`src/rtl/dual_uart_regif_pkg.sv`:
```
// Package: shared constants and types for the dual-channel host register unit.
// Assumes exactly two channels, picked by a single select line.
package dual_uart_regif_pkg;
    localparam int NCH      = 2;
    localparam int CH_W     = 1;
    localparam int BANK_BIT = 7;
    localparam int ADDR_LO  = 0;
    localparam int ADDR_HI  = 1;
    localparam int ADDR_FSEL = 2;
    localparam int ADDR_LINE = 3;
    localparam int FSEL_LSB = 1;

    // Destination of one host access
    typedef enum logic [2:0] {
        TGT_EXT  = 3'd0,
        TGT_LINE = 3'd1,
        TGT_DLO  = 3'd2,
        TGT_DHI  = 3'd3,
        TGT_FSEL = 3'd4
    } tgt_e;

    // Multi-function pin source codes
    typedef enum logic [1:0] {
        MF_OUT2  = 2'b00,
        MF_BAUD  = 2'b01,
        MF_RXRDY = 2'b10,
        MF_ALT   = 2'b11
    } mf_sel_e;
endpackage

```
`src/rtl/uart_host_decode.sv`:
```
// Module: host access decoder.
// Detects the first cycle of each read or write under chip select and finds
// the addressed channel and the target register, using that channel's bank bit.
// It raises one-cycle strobes for registers held outside the unit.
// Assumes the bus strobes are synchronous to clk. A write takes precedence
// over a read that overlaps it.
module uart_host_decode
    import dual_uart_regif_pkg::*;
#(
    parameter int ADDR_W = 3
) (
    input  logic                    clk,
    input  logic                    rst_n,
    input  logic                    cs_n,
    input  logic                    rd_n,
    input  logic                    wr_n,
    input  logic                    chan_sel,
    input  logic [ADDR_W-1:0]       addr,
    input  logic [NCH-1:0]          bank,
    output logic [CH_W-1:0]         ch_idx,
    output tgt_e                    tgt,
    output logic                    wr_go,
    output logic                    rd_live,
    output logic [NCH*(1<<ADDR_W)-1:0] ext_wr_stb,
    output logic [NCH*(1<<ADDR_W)-1:0] ext_rd_stb
);
    localparam int NREG = 1 << ADDR_W;

    logic wr_act, rd_act;
    logic wr_q, rd_q;
    logic rd_go;
    logic sel_bank;

    // Level of an active write, and of an active read with no write overlapping it
    assign wr_act  = !cs_n && !wr_n;
    assign rd_act  = !cs_n && !rd_n && wr_n;
    assign rd_live = rd_act;

    // Remember last cycle's activity to find the first cycle of each access
    always_ff @(posedge clk) begin
        if (!rst_n) begin
            wr_q <= 1'b0;
            rd_q <= 1'b0;
        end else begin
            wr_q <= wr_act;
            rd_q <= rd_act;
        end
    end

    assign wr_go = wr_act && !wr_q;
    assign rd_go = rd_act && !rd_q;

    // Channel 1 lives at index 0, channel 2 at index 1
    assign ch_idx   = chan_sel ? CH_W'(0) : CH_W'(1);
    assign sel_bank = bank[ch_idx];

    // Map the address and the bank bit to a target register
    always_comb begin
        tgt = TGT_EXT;
        if (addr == ADDR_W'(ADDR_LINE))
            tgt = TGT_LINE;
        else if (sel_bank && addr == ADDR_W'(ADDR_LO))
            tgt = TGT_DLO;
        else if (sel_bank && addr == ADDR_W'(ADDR_HI))
            tgt = TGT_DHI;
        else if (sel_bank && addr == ADDR_W'(ADDR_FSEL))
            tgt = TGT_FSEL;
    end

    // One strobe bit per channel and address, for outside registers only
    always_comb begin
        for (int c = 0; c < NCH; c++) begin
            for (int a = 0; a < NREG; a++) begin
                ext_wr_stb[c*NREG+a] = wr_go && (tgt == TGT_EXT) &&
                                       (ch_idx == CH_W'(c)) && (addr == ADDR_W'(a));
                ext_rd_stb[c*NREG+a] = rd_go && (tgt == TGT_EXT) &&
                                       (ch_idx == CH_W'(c)) && (addr == ADDR_W'(a));
            end
        end
    end
endmodule

```
`src/rtl/uart_chan_regs.sv`:
```
// Module: register bank of one channel.
// Holds the line control byte, the two divisor bytes and the function-select byte.
// Reset clears the line control and function-select bytes but keeps the divisor.
// Assumes wr_en is already qualified with the channel and the first write cycle.
module uart_chan_regs
    import dual_uart_regif_pkg::*;
#(
    parameter int DATA_W = 8,
    parameter int DIV_W  = 16
) (
    input  logic              clk,
    input  logic              rst_n,
    input  logic              wr_en,
    input  tgt_e              tgt,
    input  logic [DATA_W-1:0] wdata,
    output logic [DATA_W-1:0] line_q,
    output logic [DATA_W-1:0] fsel_q,
    output logic [DIV_W-1:0]  divisor,
    output logic              div_wr,
    output logic [DATA_W-1:0] rd_val
);
    logic [DATA_W-1:0] dlo_q, dhi_q;

    // Control bytes: cleared by master reset, loaded by host writes
    always_ff @(posedge clk) begin
        if (!rst_n) begin
            line_q <= '0;
            fsel_q <= '0;
        end else if (wr_en) begin
            if (tgt == TGT_LINE) line_q <= wdata;
            if (tgt == TGT_FSEL) fsel_q <= wdata;
        end
    end

    // Divisor bytes: no reset, so they survive master reset
    always_ff @(posedge clk) begin
        if (wr_en && tgt == TGT_DLO) dlo_q <= wdata;
        if (wr_en && tgt == TGT_DHI) dhi_q <= wdata;
    end

    assign divisor = DIV_W'({dhi_q, dlo_q});
    assign div_wr  = wr_en && (tgt == TGT_DLO || tgt == TGT_DHI);

    // Read value of the register held here, for the decoded target
    always_comb begin
        case (tgt)
            TGT_LINE: rd_val = line_q;
            TGT_DLO:  rd_val = dlo_q;
            TGT_DHI:  rd_val = dhi_q;
            TGT_FSEL: rd_val = fsel_q;
            default:  rd_val = '0;
        endcase
    end
endmodule

```
`src/rtl/uart_baud_gen.sv`:
```
// Module: baud pulse generator for one channel.
// It counts clk cycles and emits a one-cycle pulse every `divisor` cycles.
// A divisor of 0 gives no pulse, and a divisor of 1 holds the output high.
// A restart (divisor write) sets the count back to zero.
module uart_baud_gen #(
    parameter int DIV_W = 16
) (
    input  logic             clk,
    input  logic             rst_n,
    input  logic             restart,
    input  logic [DIV_W-1:0] divisor,
    output logic             tick
);
    logic [DIV_W-1:0] cnt_q;
    logic             last;

    assign last = (cnt_q == divisor - 1'b1);
    assign tick = (divisor != '0) && last;

    // Count up to divisor-1 and wrap, or restart on a divisor write
    always_ff @(posedge clk) begin
        if (!rst_n)
            cnt_q <= '0;
        else if (restart || last)
            cnt_q <= '0;
        else
            cnt_q <= cnt_q + 1'b1;
    end
endmodule

```
`src/rtl/uart_mf_mux.sv`:
```
// Module: multi-function pin selector for one channel.
// It picks OUT2, the baud pulse or receive-ready from a two-bit code.
// The unused code 11 falls back to OUT2. Purely combinational.
module uart_mf_mux
    import dual_uart_regif_pkg::*;
(
    input  logic [1:0] sel,
    input  logic       out2_n,
    input  logic       baud,
    input  logic       rxrdy_n,
    output logic       pin
);
    // Route the selected source to the pin
    always_comb begin
        case (mf_sel_e'(sel))
            MF_BAUD:  pin = baud;
            MF_RXRDY: pin = rxrdy_n;
            default:  pin = out2_n;
        endcase
    end
endmodule

```
`src/rtl/dual_uart_regif.sv`:
```
// Module: host register unit of a two-channel serial controller (top).
// It decodes host accesses, keeps the per-channel line control, divisor and
// function-select bytes, and forwards strobes and read data for outside
// registers. It also produces each channel's baud pulse and multi-function pin.
// Assumes host strobes are synchronous to clk and the reset is synchronous.
module dual_uart_regif
    import dual_uart_regif_pkg::*;
#(
    parameter int DATA_W = 8,
    parameter int ADDR_W = 3,
    parameter int DIV_W  = 16
) (
    input  logic                                  clk,
    input  logic                                  rst_n,
    input  logic                                  cs_n,
    input  logic                                  rd_n,
    input  logic                                  wr_n,
    input  logic                                  chan_sel,
    input  logic [ADDR_W-1:0]                     addr,
    input  logic [DATA_W-1:0]                     wdata,
    output logic [DATA_W-1:0]                     rdata,
    input  logic [NCH*(1<<ADDR_W)*DATA_W-1:0]     ext_rdata,
    output logic [NCH*(1<<ADDR_W)-1:0]            ext_wr_stb,
    output logic [NCH*(1<<ADDR_W)-1:0]            ext_rd_stb,
    input  logic [NCH-1:0]                        out2_n,
    input  logic [NCH-1:0]                        rxrdy_n,
    output logic [NCH*DATA_W-1:0]                 lcr_q,
    output logic [NCH-1:0]                        baud16,
    output logic [NCH-1:0]                        mf
);
    localparam int NREG  = 1 << ADDR_W;
    localparam int SEL_W = CH_W + ADDR_W;

    logic [CH_W-1:0]           ch_idx;
    tgt_e                      tgt;
    logic                      wr_go;
    logic                      rd_live;
    logic [NCH-1:0]            bank;
    logic [NCH-1:0]            div_wr;
    logic [NCH*2-1:0]          mf_sel_w;
    logic [NCH*DIV_W-1:0]      div_w;
    logic [DATA_W-1:0]         chan_rd [NCH];
    logic [DATA_W-1:0]         ext_val;
    logic [SEL_W-1:0]          ext_sel;

    uart_host_decode #(.ADDR_W(ADDR_W)) dec_i (
        .clk        (clk),
        .rst_n      (rst_n),
        .cs_n       (cs_n),
        .rd_n       (rd_n),
        .wr_n       (wr_n),
        .chan_sel   (chan_sel),
        .addr       (addr),
        .bank       (bank),
        .ch_idx     (ch_idx),
        .tgt        (tgt),
        .wr_go      (wr_go),
        .rd_live    (rd_live),
        .ext_wr_stb (ext_wr_stb),
        .ext_rd_stb (ext_rd_stb)
    );

    for (genvar c = 0; c < NCH; c++) begin : g_ch
        logic [DATA_W-1:0] line_c, fsel_c;
        logic [DIV_W-1:0]  div_c;
        logic              tick_c;

        uart_chan_regs #(.DATA_W(DATA_W), .DIV_W(DIV_W)) regs_i (
            .clk     (clk),
            .rst_n   (rst_n),
            .wr_en   (wr_go && ch_idx == CH_W'(c)),
            .tgt     (tgt),
            .wdata   (wdata),
            .line_q  (line_c),
            .fsel_q  (fsel_c),
            .divisor (div_c),
            .div_wr  (div_wr[c]),
            .rd_val  (chan_rd[c])
        );

        uart_baud_gen #(.DIV_W(DIV_W)) baud_i (
            .clk     (clk),
            .rst_n   (rst_n),
            .restart (div_wr[c]),
            .divisor (div_c),
            .tick    (tick_c)
        );

        uart_mf_mux mux_i (
            .sel     (fsel_c[FSEL_LSB +: 2]),
            .out2_n  (out2_n[c]),
            .baud    (tick_c),
            .rxrdy_n (rxrdy_n[c]),
            .pin     (mf[c])
        );

        assign bank[c]                    = line_c[BANK_BIT];
        assign lcr_q[c*DATA_W +: DATA_W]  = line_c;
        assign baud16[c]                  = tick_c;
        assign mf_sel_w[c*2 +: 2]         = fsel_c[FSEL_LSB +: 2];
        assign div_w[c*DIV_W +: DIV_W]    = div_c;
    end

    assign ext_sel = {ch_idx, addr};

    // Pick the outside register byte addressed by channel and address
    always_comb begin
        ext_val = '0;
        for (int k = 0; k < NCH*NREG; k++)
            if (ext_sel == SEL_W'(k)) ext_val = ext_rdata[k*DATA_W +: DATA_W];
    end

    // Read data: outside or local value during a valid read, else zero
    always_comb begin
        if (!rd_live)
            rdata = '0;
        else if (tgt == TGT_EXT)
            rdata = ext_val;
        else
            rdata = chan_rd[ch_idx];
    end
endmodule

```
`config.mk`:
```
export PLATFORM = sky130hd
export DESIGN_NAME = dual_uart_regif
export DESIGN_NICKNAME = d
export VERILOG_FILES = /design/src/rtl/dual_uart_regif_pkg.sv /design/src/rtl/uart_host_decode.sv /design/src/rtl/uart_chan_regs.sv /design/src/rtl/uart_baud_gen.sv /design/src/rtl/uart_mf_mux.sv /design/src/rtl/dual_uart_regif.sv
export SDC_FILE = /design/constraint.sdc
export NUM_CORES = 1
export LEC_CHECK = 0
export BUFFER_PORTS_ARGS = -buffer_cell sky130_fd_sc_hd__buf_2
export CORE_ASPECT_RATIO = 1.1
export CORE_MARGIN = 1
export CORE_UTILIZATION = 48
export CTS_CLUSTER_SIZE = 14
export DETAILED_ROUTE_END_ITERATION = 12
export GPL_ROUTABILITY_DRIVEN = 0
export GPL_TIMING_DRIVEN = 0
export PLACE_DENSITY = 0.77
export SYNTH_ARGS = -nofsm -noshare
export SYNTH_HDL_FRONTEND = slang
export SYNTH_SLANG_ARGS = --single-unit
```
`constraint.sdc`:
```
create_clock -name clk -period 2.9 [get_ports clk]
set_input_delay 0.145 -clock clk [delete_from_list [all_inputs] [get_ports clk]]
set_output_delay 0.145 -clock clk [all_outputs]
set_load 0.01 [all_outputs]
```
* Yosys cells after proc, flatten, opt, wreduce, memory -nomap -nowiden
Index checks and enable logic that the tools add are counted.
** Word-level totals
- Register bits :: 98
- Latch bits :: 0
- Bits in writable memories :: 0
- Memory bits (read-only) :: 0
- Bits of input ports :: 149
- Memories :: 0
** Cells by class
- Add/subtract/negate cells :: 4
- $mul :: 0
- Divide/modulo/power cells :: 0
- Order comparisons :: 2
- Equal/unequal tests :: 32
- Shift-type cells :: 0
- Mux-type cells :: 32
- Bitwise logic cells :: 2
- Reduce and logical (&&, ||, !) cells :: 75
** Operators by type and width (count)
- $mux W8 :: 21
- $pmux W8 S4 :: 2
- $logic_and A1 B1 Y1 :: 56
- $add A16 B1 Y16 const B :: 2
- $eq A16 B16 Y1 :: 2
- $eq A4 B4 Y1 const B :: 8
- $reduce_bool A16 Y1 :: 2
- $sub A16 B1 Y16 const B :: 2
- $eq A4 B3 Y1 const B :: 4
- $eq A3 B3 Y1 const B :: 5
- $eq A3 B2 Y1 const B :: 4
- $mux W3 :: 4
- $eq A4 B2 Y1 const B :: 2
- $reduce_and A2 Y1 :: 4
- $eq A3 B1 Y1 const B :: 2
- $logic_not A3 Y1 :: 2
- $logic_not A1 Y1 :: 5
- $eq A2 B1 Y1 const B :: 2
- $eq A2 B2 Y1 const B :: 2
- $eq A4 B1 Y1 const B :: 1
- $logic_not A4 Y1 :: 1
- $pmux W1 S2 :: 2
- $reduce_or A2 Y1 :: 2
- $logic_or A1 B1 Y1 :: 3
- other kinds (5) :: 7

* Logic depth before layout (Yosys ltp)
Gate-level depths: netlist (run 1).
- Depth after elaboration :: 20
- Depth in mapped cells :: 11
- Depth with buffers taken out :: 8

* Hierarchy
Synthesis (run 1) repeated with hierarchy kept, for this count alone.
** Second synthesis, totals
- Cell total of the unflattened synthesis :: 928
- Area total of the unflattened synthesis :: 7902.6 um^2
** By module, submodules not included
- uart_chan_regs :: times used 2, cells each 124, area each 1475.2 um^2
- uart_baud_gen :: times used 2, cells each 170, area each 1277.5 um^2
- dual_uart_regif :: times used 1, cells each 264, area each 1891.8 um^2
- uart_host_decode :: times used 1, cells each 62, area each 407.9 um^2
- uart_mf_mux :: times used 2, cells each 7, area each 48.8 um^2

* Least setup slack after synthesis (run 1)
OpenSTA, ideal clock, no wires.
- Path kind :: register to register
- Start point :: reg g_ch[0].regs_i.dlo_q[0]
- End point :: reg g_ch[0].baud_i.cnt_q[11]
- Data arrival time :: 2.736 ns
- Data required time :: 2.754 ns
- Slack :: 0.018 ns
- Cell stages (with the launch flop) :: 10
- Buffers on the path :: 1
- Clock period less this slack :: 2.882 ns
- Cells stage by stage :: edfxtp_1 > inv_1 > ha_1 > nor3b_4 > a21oi_1 > or4_1 > or4_4 > nor4b_4 > buf_6 > nor3_2
** Between the ends
- Longest elaborated chain between the ends :: 4
** Ends and longest elaborated chain
- from (decl) :: line uart_chan_regs.sv:22 : logic [DATA_W-1:0] dlo_q, dhi_q;
- from (signal assigned) :: line uart_chan_regs.sv:37 : if (wr_en && tgt == TGT_DLO) dlo_q <= wdata;
- $sub A16 B1 Y16 :: line uart_baud_gen.sv:17 : assign last = (cnt_q == divisor - 1'b1);
- $eq A16 B16 Y1 :: line uart_baud_gen.sv:17
- $logic_or A1 B1 Y1 :: line uart_baud_gen.sv:24 : else if (restart || last)
- $reduce_or A2 Y1 (no line)
- to (signal assigned) :: line uart_baud_gen.sv:27 : cnt_q <= cnt_q + 1'b1;
- to (decl) :: line uart_baud_gen.sv:14 : logic [DIV_W-1:0] cnt_q;
Every way passes these cells.
A chain may end at the register's enable or synchronous reset.

* Final worst setup path (run 1)
- Start point :: in addr[0]
- End point :: out rdata[1]
** Between the ends
- Longest elaborated chain between the ends :: 19
- Elaborated cells between the ends (all ways) :: 55
- Those cells by class :: 22 x eq/ne; 27 x mux; 6 x reduce/logical
** Ends and longest elaborated chain
- from (decl) :: line dual_uart_regif.sv:19 : input logic [ADDR_W-1:0] addr,
- $logic_not A4 Y1 :: line dual_uart_regif.sv:110 : if (ext_sel == SEL_W'(k)) ext_val = ext_rdata[k*DATA_W +: DATA_W];
- $mux W8 (16 in a row) :: line dual_uart_regif.sv:110
- $mux W8 (*) :: line dual_uart_regif.sv:117 : else if (tgt == TGT_EXT)
- $mux W8 (*) :: line dual_uart_regif.sv:115 : if (!rd_live)
- to (decl) :: line dual_uart_regif.sv:21 : output logic [DATA_W-1:0] rdata,
Mark *: on every way between the ends. The rest lies on a longest branch, timed or not. The select of a mux whose other input is x is not followed.

==> results.json, run 1 <==
{
  "status": "complete, but fails checks",
  "violations": "setup timing",
  "grt_pass1_wl_um": 38900,
  "share_clk_of_total_power_pct": 36.9,
  "h-tree-depth": 3,
  "drive_gt1_share_pct": 32.9,
  "synth_edf_count": 32,
  "finClkSkew_ps": 5.20,
  "syn-instance-count": 826,
  "rsz0062_at_grt": "true",
  "hp-class": "input port to flop",
  "timing.critical_path.buf_inv": 5,
  "core-area_um2": 14500,
  "rows": 46,
  "wl_per_cell_um": 20.6,
  "synth_top_family_by_area": "simple AND/OR/NAND/NOR gates",
  "clock_path_buffers": 2,
  "cap_violations": 0,
  "yosys.area_share.xor_xnor_pct": 8.51,
  "synth_simple_gate_area_share_pct": 25.6,
  "ys_ff_latch": 98,
  "async_reset_ff_share_pct": 0,
  "ys_seq_area_share_pct": 31.9,
  "die_x_um": 118,
  "min_period_over_period_pct": 104,
  "synth_top_area_share_pct": 18.5,
  "fin_crit_ps": 3010,
  "muxShareOfSynthArea_pct": 11.7,
  "cellLeakagePower_nw": 3.64,
  "die_h_um": 130,
  "crit_path_start_kind": "input port",
  "ios": 209,
  "combPwrFrac_pct": 16.7,
  "numCtsBuffers": 9,
  "finalPower_mw": 3.09,
  "diodes": 0,
  "antenna_found_initial": 0,
  "worst_slew_pin_slew_ps": 1280,
  "intPower_mw": 2.26,
  "first_global_vias": 7345,
  "ys_warn_count": 0,
  "overflow": 0,
  "critPathMostFrequentCell": "buf_2",
  "start_util_pct": 49.4,
  "placement.io_buffers": 199,
  "avgViaCountPerCell": 6.20,
  "layout.nets": 1240,
  "fmax_mhz": 332,
  "switching_power_mw": 0.835,
  "multi_input_area_um2": 4740,
  "maxSlewHeadroom_pct": 14.2,
  "seq_area_um2": 2280,
  "critPathRequiredTime_ps": 2760,
  "worstPathCellList": "buf_2 > buf_2 > clkbuf_1 > buf_2 > a21oi_1 > o31ai_1 > a211oi_1 > nor4_1 > buf_2",
  "synth_compound_area_share_pct": 16.1,
  "synth_common_cells": "nor2_1, dfxtp_1, nand2_1, nor3_1, mux2i_1",
  "yosysUniqueCellTypes": 80,
  "ir_drop_uv": 300,
  "postSynthAreaPerCell_um2": 8.67,
  "synth_area_um2": 7160,
  "fillers": 1262,
  "hold_viol": 0,
  "wl_um": 26400,
  "dp_hpwl_um": 19300,
  "maxSlewViolCount": 0,
  "clk_pin_slew_ps": 70,
  "path_class": "input port to primary output",
  "pwr-share-seq_pct": 46.4,
  "cp-end-kind": "primary output",
  "switching_share_pct": 27.0,
  "grt_util_all_layers_pct": 32.9,
  "drtIter0Drc": 767,
  "drc": 0,
  "synthAdderAreaFrac_pct": 1.40,
  "slowest_delay_ps": 490,
  "synth_ff_type": "dfxtp_1",
  "syn_to_final_growth_pct": 29.6,
  "slowest_stage": "o31ai_1",
  "vias": 7931,
  "power_density_nw_per_um2": 333,
  "cts_root_buf": "clkbuf_16",
  "die_area_um2": 15400,
  "yosys-top-cells-area": "dfxtp_1, edfxtp_1, mux2i_1",
  "antenna_left": 0,
  "cts_tree": "done",
  "grt_max_degree": 17,
  "worstPathMaxFanout": 10,
  "cp.arrival_ps": 2870,
  "clock_sinks": 98,
  "critical_path.top_delay_family": "buffers and inverters",
  "setup-violations-final": 1,
  "yosysMostFrequentCell": "nor2_1",
  "drt_pass1_iterations": 6,
  "utilization_pct": 64.0,
  "synth_top_area_cell": "dfxtp_1",
  "clock_latency_ps": 350,
  "fin_ws_ps": -111
}
-- worst paths after layout --
kind                                                 end                      from  slack (ps)  cells past startpoint
worst max-delay path                            rdata[1]                   addr[0]        -110                      9
worst min-delay path                          dec_i.wr_q                      wr_n          20                      2
worst max register to register   g_ch[0].baud_i.cnt_q[6]   g_ch[0].regs_i.dlo_q[0]         110                      9
worst min register to register  g_ch[1].regs_i.fsel_q[6]  g_ch[1].regs_i.fsel_q[6]         510                      2
-- layout by cell type (no fill, tap or decap), types with 8 or more instances in the layout --
| cell | instances |
|---|---|
| nor4_1 | 10 |
| a221oi_1 | 15 |
| dfxtp_1 | 66 |
| nor2_1 | 73 |
| nand2_1 | 62 |
| a21oi_1 | 30 |
| a22oi_1 | 12 |
| nor3_1 | 51 |
| clkbuf_1 | 30 |
| nand2b_1 | 11 |
| mux2_2 | 8 |
| buf_2 | 204 |
| xor2_1 | 24 |
| mux4_2 | 14 |
| buf_6 | 9 |
| and3_1 | 10 |
| buf_4 | 51 |
| mux2i_1 | 42 |
| inv_1 | 10 |
| xnor2_1 | 41 |
| nand3_1 | 18 |
| clkbuf_16 | 9 |
| o21ai_0 | 28 |
| nand4_1 | 12 |
| o22ai_1 | 12 |
| edfxtp_1 | 32 |
| nor2b_1 | 41 |
-- per-stage QoR --
stage,area (um^2),setup TNS [ps],cells,worst slack (ps),hold slack [ps]
after floorplan,7170,0,829,17.7,220
after global placement,8410,-9900,1220,-506,349
after detailed placement,8410,-11770,1220,-476,348
after CTS,8940,-106,1256,-106,6.79
after global routing,9280,-192,1280,-98.7,30.9
final,9280,-111,1280,-111,17.7
-- cells by family after synthesis --
| logic type | after synthesis |
|---|---|
| flip-flops | 98 |
| adder cells (fa/ha/maj) | 8 |
| other | 1 |
| multiplexers | 65 |
| AND/OR/NAND/NOR | 347 |
| AO/OA/AOI/OAI | 165 |
| XOR/XNOR | 68 |
| buffers and inverters | 74 |
-- per-layer routing --
layer  track usage (%)  part of all wire, %  vias up
li1                  -                    -     3573
met1              36.7                   36     3618
met2              57.8                   48      598
met3              6.42                  9.7      142
met4              21.7                  6.5        0
met5                 0                    0        -
-- power by group through the flow --
| stage | clock [mW] | sequential (mW) | combinational (mW) |
|---|---|---|---|
| final | 1.14 | 1.44 | 0.516 |
| after global routing | 1.20 | 1.44 | 0.542 |
| after CTS | 1.14 | 1.43 | 0.495 |
| after detailed placement | 0 | 1.47 | 0.489 |
| after global placement | 0 | 1.46 | 0.486 |
| after floorplan | 0 | 1.46 | 0.270 |
-- sequential cells by signal, indices dropped and copies added (netlist names) --
| signal | cells |
|---|---|
| dec_i.rd_q | 1 |
| dec_i.wr_q | 1 |
| g_ch.baud_i.cnt_q | 32 |
| g_ch.regs_i.dhi_q | 16 |
| g_ch.regs_i.dlo_q | 16 |
| g_ch.regs_i.fsel_q | 16 |
| g_ch.regs_i.line_q | 16 |
-- timing repair --
item / CTS / global route
pin swaps: 8 / 20
setup endpoints to repair: 42 / 61
buffers inserted: 21 / 29
hold endpoints to repair: 1 / 0
gates resized for setup: 23 / 37
hold buffers: 1 / 0
-- area by class of cell --
cell class / count / area share (%)
Buffer: 54 / 2.98
Clock buffer: 11 / 2.62
Clock inverter: 5 / 0.418
Inverter: 13 / 0.526
Multi-Input combinational cell: 657 / 51.1
Sequential cell: 98 / 24.6
Tap cell: 192 / 2.59
Timing Repair Buffer: 250 / 15.2
(Power assumes the default switching activity.)
==> run 2, diff against run 1 <==
SETUP_SLACK_MARGIN = 0.2   (was default)
==> results.json, run 2 (synthesized netlist as in run 1, its figures left out) <==
{
  "status": "complete, but fails checks",
  "violations": "setup timing",
  "cts_tree": "done",
  "ios": 209,
  "setup-violations-final": 1,
  "grt_util_all_layers_pct": 33.2,
  "intPower_mw": 2.23,
  "layout.nets": 1243,
  "dpl-instance-area_um2": 8430,
  "syn_to_final_growth_pct": 34.1,
  "ff2ff_path_depth": 12,
  "clock_sinks": 98,
  "placement.io_buffers": 199,
  "combPwrFrac_pct": 17.4,
  "worst_slew_pin_slew_ps": 1240,
  "antenna_left": 0,
  "drc": 0,
  "diodes": 0,
  "rr_startpoint": "g_ch[0].regs_i.dlo_q[0]",
  "switching_share_pct": 27.5,
  "grt_pass1_wl_um": 39400,
  "fin_ws_ps": -10.9,
  "r2r_end": "g_ch[0].baud_i.cnt_q[9]",
  "min-delay-start": "cs_n",
  "cellLeakagePower_nw": 3.76,
  "crit_path_start_kind": "flop",
  "grt_max_degree": 16,
  "first_global_vias": 7314,
  "wl_um": 27100,
  "finalPower_mw": 3.08,
  "rows": 46,
  "cap_violations": 0,
  "min_period_over_period_pct": 100,
  "wl_per_cell_um": 21.1,
  "clock_latency_ps": 350,
  "slowest_stage": "or4_4",
  "share_clk_of_total_power_pct": 36.0,
  "largest_reg_flops": 32,
  "numCtsBuffers": 9,
  "pwr-share-seq_pct": 46.6,
  "critPathRequiredTime_ps": 2760,
  "die_x_um": 118,
  "path_class": "flop to primary output",
  "hold_viol": 0,
  "power_density_nw_per_um2": 321,
  "clock_path_buffers": 2,
  "die_h_um": 130,
  "fmax_mhz": 344,
  "maxSlewHeadroom_pct": 16.8,
  "worstPathMaxFanout": 3,
  "core-area_um2": 14500,
  "r2r_slack_ps": 120,
  "dp_hpwl_um": 19400,
  "drive_gt1_share_pct": 36.8,
  "worstPathCellList": "buf_6 > or4_4 > or4_4 > o211ai_1 > nor2_2 > nand4b_1 > nor2b_1 > buf_4 > buf_6",
  "layout.cells.most_common": "buf_2",
  "largest_register": "g_ch.baud_i.cnt_q",
  "drtIter0Drc": 822,
  "start_util_pct": 49.4,
  "ir_drop_uv": 307,
  "overflow": 0,
  "finClkSkew_ps": 8.02,
  "min_to": "dec_i.wr_q",
  "holdBufCountCts": 0,
  "vias": 8041,
  "hp-class": "input port to flop",
  "final_cell_mix": "buf_2, nor2_1, dfxtp_1",
  "cts_root_buf": "clkbuf_16",
  "slowest_delay_ps": 550,
  "fin_area_um2": 9600,
  "crit_path_start": "g_ch[0].regs_i.dlo_q[1]",
  "hold_depth": 2,
  "fin_crit_ps": 2910,
  "die_area_um2": 15400,
  "avgViaCountPerCell": 6.27,
  "cp.arrival_ps": 2770,
  "cp-end-kind": "primary output",
  "drt_pass1_iterations": 5,
  "rsz0062_at_grt": "true",
  "h-tree-depth": 3,
  "switching_power_mw": 0.846,
  "antenna_found_initial": 0,
  "clk_pin_slew_ps": 70,
  "maxSlewViolCount": 0
}
run 2: cell types whose count changed in the layout (fill, tap and decap cells not counted), sizes merged:
cell | previous run | this run
buf | 265 | 267
clkbuf | 48 | 50
dlygate4sd3 | 1 | 0
run 2: per-stage QoR:
step                      utilization, %  std cells  setup TNS [ps]  hold WS (ps)  setup WS (ps)
after floorplan                        -        829               0           220            209
after global placement              58.1       1220           -3100           346           -470
after detailed placement            58.1       1220           -3930           357           -446
after CTS                           63.7       1267           -53.0         0.751          -53.0
after global routing                66.2       1283            -155          7.30          -53.8
final                               66.2       1283           -10.9          3.33          -10.9
run 2: worst max-delay path by stage:
stage / to / slack, ps / depth (start not counted)
after global routing: mf[1] / -50 / 8
after detailed placement: rdata[1] / -450 / 9
after CTS: baud16[1] / -50 / 11
after global placement: rdata[1] / -470 / 9
final: baud16[0] / -10 / 9
after floorplan: g_ch[1].baud_i.cnt_q[11] / 210 / 11
run 2: metal layers:
| metal | up-vias | track usage [%] | wire length, um |
|---|---|---|---|
| met2 | 573 | 57.2 | 12900 |
| met4 | 0 | 21.3 | 1920 |
| met1 | 3734 | 38.4 | 9740 |
| met3 | 161 | 6.47 | 2560 |
| li1 | 3573 | - | - |
| met5 | - | 0 | 0 |
run 2: area by class of cell:
class,count,area (um^2)
sequential,98,2280
fill,1207,4900
multi-input combinational,657,4990
clock buffer,11,233
timing repair buffer,246,1410
clock inverter,5,30.0
buffer,61,362
inverter,13,56.3
tap,192,240
run 2: power by group through the flow:
stage,registers [mW],clock network [mW],logic [mW]
after CTS,1.43,1.10,0.505
after floorplan,1.46,0,0.271
final,1.43,1.11,0.536
after global routing,1.44,1.16,0.562
after global placement,1.46,0,0.487
after detailed placement,1.46,0,0.490
run 2: repair_timing:
action / CTS / global route
cloned: 1 / 0
gates resized for setup: 79 / 60
endpoints found under the hold margin: 0 / 0
endpoints found under the setup margin: 53 / 65
pin swaps: 33 / 27
buffers inserted: 30 / 16
run 2: critical path, delay by kind of cell (launching register included):
family                 cells  cell delay, ps
and+or+nand+nor            5            1470
DFF                        1             420
buffers and inverters      3             390
AOI/OAI and AO/OA          1             140
==> run 3, diff against run 2 <==
--- a/config.mk
+++ b/config.mk
@@ -9,5 +9,5 @@
 export CORE_ASPECT_RATIO = 1.1
 export CORE_MARGIN = 1
-export CORE_UTILIZATION = 48
+export CORE_UTILIZATION = 49
 export CTS_CLUSTER_SIZE = 14
 export DETAILED_ROUTE_END_ITERATION = 12
@@ -18,3 +18,4 @@
 export SYNTH_ARGS = -nofsm -noshare
 export SYNTH_HDL_FRONTEND = slang
+export SYNTH_HIERARCHICAL = 1
 export SYNTH_SLANG_ARGS = --single-unit
==> constraint.sdc (replaced) <==
create_clock -name clk -period 2.9 [get_ports clk]
set_input_delay 0 -clock clk [delete_from_list [all_inputs] [get_ports clk]]
set_output_delay 0 -clock clk [all_outputs]
set_load 0.01 [all_outputs]
==> results.json, run 3 <==
{
  "status": "complete, but fails checks",
  "violations": "setup timing",
  "final_cell_mix": "buf_2, nand2_1, dfxtp_1",
  "finClkSkew_ps": 10.0,
  "antenna_left": 0,
  "ys_seq_area_share_pct": 28.9,
  "drt_pass1_iterations": 6,
  "clk_pin_slew_ps": 70,
  "layout.nets": 1361,
  "hold_depth": 1,
  "fin_ws_ps": -104,
  "dp_hpwl_um": 20500,
  "pre_cts_slack_ps": -430,
  "cp.arrival_ps": 3000,
  "hold_viol": 0,
  "rows": 48,
  "antenna_found_initial": 1,
  "postSynthAreaPerCell_um2": 8.52,
  "die_h_um": 135,
  "path_class": "flop to primary output",
  "rsz0062_at_grt": "true",
  "worstPathMaxFanout": 5,
  "yosysUniqueCellTypes": 86,
  "vias": 8693,
  "ys_warn_count": 6,
  "synth_area_um2": 7900,
  "h-tree-depth": 3,
  "avgViaCountPerCell": 6.17,
  "ios": 209,
  "gr-usage-met2_pct": 57.5,
  "final_cells": 1408,
  "clock_path_buffers": 2,
  "setup-violations-final": 16,
  "synth_common_cells": "nand2_1, nor2_1, dfxtp_1, mux2i_1, xnor2_1",
  "largest_reg_flops": 32,
  "yosysMostFrequentCell": "nand2_1",
  "min_period_over_period_pct": 104,
  "dp.cells": 1335,
  "numCtsBuffers": 9,
  "ys_ff_latch": 98,
  "synth_top_area_cell": "dfxtp_1",
  "hp-class": "input port to flop",
  "grt_busiest_layer": "met2",
  "largest_register": "g_ch.baud_i/cnt_q",
  "cts_root_buf": "clkbuf_16",
  "first_global_vias": 8128,
  "finalPower_mw": 3.19,
  "die_area_um2": 16600,
  "fin_area_um2": 10400,
  "maxSlewViolCount": 0,
  "clock_latency_ps": 350,
  "grt_max_degree": 19,
  "maxSlewHeadroom_pct": 27.5,
  "start_util_pct": 50.2,
  "worst_slew_pin_slew_ps": 1080,
  "dpl-instance-area_um2": 9190,
  "grt_pass1_wl_um": 42400,
  "grt_use_met3_pct": 4.04,
  "clock_sinks": 98,
  "cap_violations": 0,
  "use_met1_pct": 39.5,
  "utilization_pct": 66.2,
  "cellLeakagePower_nw": 4.22,
  "crit_path_start_kind": "flop",
  "syn-instance-count": 928,
  "overflow": 0,
  "synth_top_area_share_pct": 16.7,
  "fin_crit_ps": 3000,
  "critPathRequiredTime_ps": 2900,
  "wl_um": 28300,
  "cp-end-kind": "primary output",
  "power_density_nw_per_um2": 306,
  "die_x_um": 123,
  "synth_edf_count": 32,
  "synth_ff_type": "dfxtp_1",
  "syn_to_final_growth_pct": 31.8,
  "placement.io_buffers": 204,
  "core-area_um2": 15700,
  "layout.cells.most_common": "buf_2",
  "yosys-top-cells-area": "dfxtp_1, edfxtp_1, mux2i_1",
  "fin_tns_setup_ps": -574,
  "hold_ws_ps": 34.4,
  "drc": 0,
  "fillers": 1320,
  "grt_util_all_layers_pct": 33.4,
  "async_reset_ff_share_pct": 0,
  "cts_tree": "done",
  "drive_gt1_share_pct": 35.2,
  "ir_drop_uv": 306,
  "ff2ff_path_depth": 14,
  "wl_per_cell_um": 20.1,
  "drtIter0Drc": 971,
  "fmax_mhz": 333
}
run 3: worst paths after layout:
path,start,endpoint,slack [ps]
setup / recovery,g_ch[0].regs_i/dhi_q[1],mf[0],-100
hold / removal,wdata[7],g_ch[1].regs_i/dhi_q[7],30
setup reg to reg,g_ch[1].regs_i/dlo_q[2],g_ch[1].baud_i/cnt_q[5],-50
hold reg to reg,g_ch[0].regs_i/fsel_q[0],g_ch[0].regs_i/fsel_q[0],460
run 3: cells by family after synthesis:
| logic type | count (synthesis) | synth area share (%) |
|---|---|---|
| simple gates | 396 | 28.2 |
| compound gates | 180 | 16.2 |
| buf+inv | 105 | 8.22 |
| flops | 98 | 28.9 |
| mux | 72 | 9.58 |
| xor+xnor | 66 | 7.31 |
| fa+ha+maj | 10 | 1.58 |
| other cells | 1 | 0.0475 |
run 3: area by class of cell:
class / count / area [um^2] / area share (%)
Multi-Input combinational cell: 728 / 5330 / 51.1
Sequential cell: 98 / 2290 / 22.0
Timing Repair Buffer: 260 / 1550 / 14.9
Buffer: 76 / 602 / 5.78
Tap cell: 200 / 250 / 2.40
Clock buffer: 9 / 225 / 2.16
Inverter: 29 / 109 / 1.05
Clock inverter: 7 / 58.8 / 0.565
Antenna cell: 1 / 2.50 / 0.0240
run 3: critical path, cell delays in order, from the launching register on:
cell and delay [ps]:
edfxtp_1 400, or4_1 560, buf_6 140, buf_6 120, nor4_4 270, xnor2_1 150
o211ai_1 170, nor4_4 360, o21a_1 200, a22oi_2 50, o21ai_1 110, buf_2 140
run 3: report_power, final:
group / internal (mW) / switching [mW] / total (mW)
clock: 0.597 / 0.567 / 1.16
combinational: 0.252 / 0.339 / 0.591
sequential: 1.42 / 0.0102 / 1.43
run 3: repair_timing:
| action | 4_1_cts | 5_1_grt |
|---|---|---|
| gates cloned | 2 | 0 |
| pin swaps | 31 | 26 |
| setup endpoints to repair | 71 | 58 |
| hold buffers | 9 | 0 |
| endpoints found under the hold margin | 29 | 0 |
| setup buffers | 30 | 15 |
| resized for setup | 63 | 75 |
run 3: routing by layer:
| metal | share of wire (%) | up-vias |
|---|---|---|
| met2 | 48 | 578 |
| met5 | 0 | - |
| met4 | 6.9 | 0 |
| met3 | 8.9 | 147 |
| met1 | 36 | 4019 |
| li1 | - | 3949 |
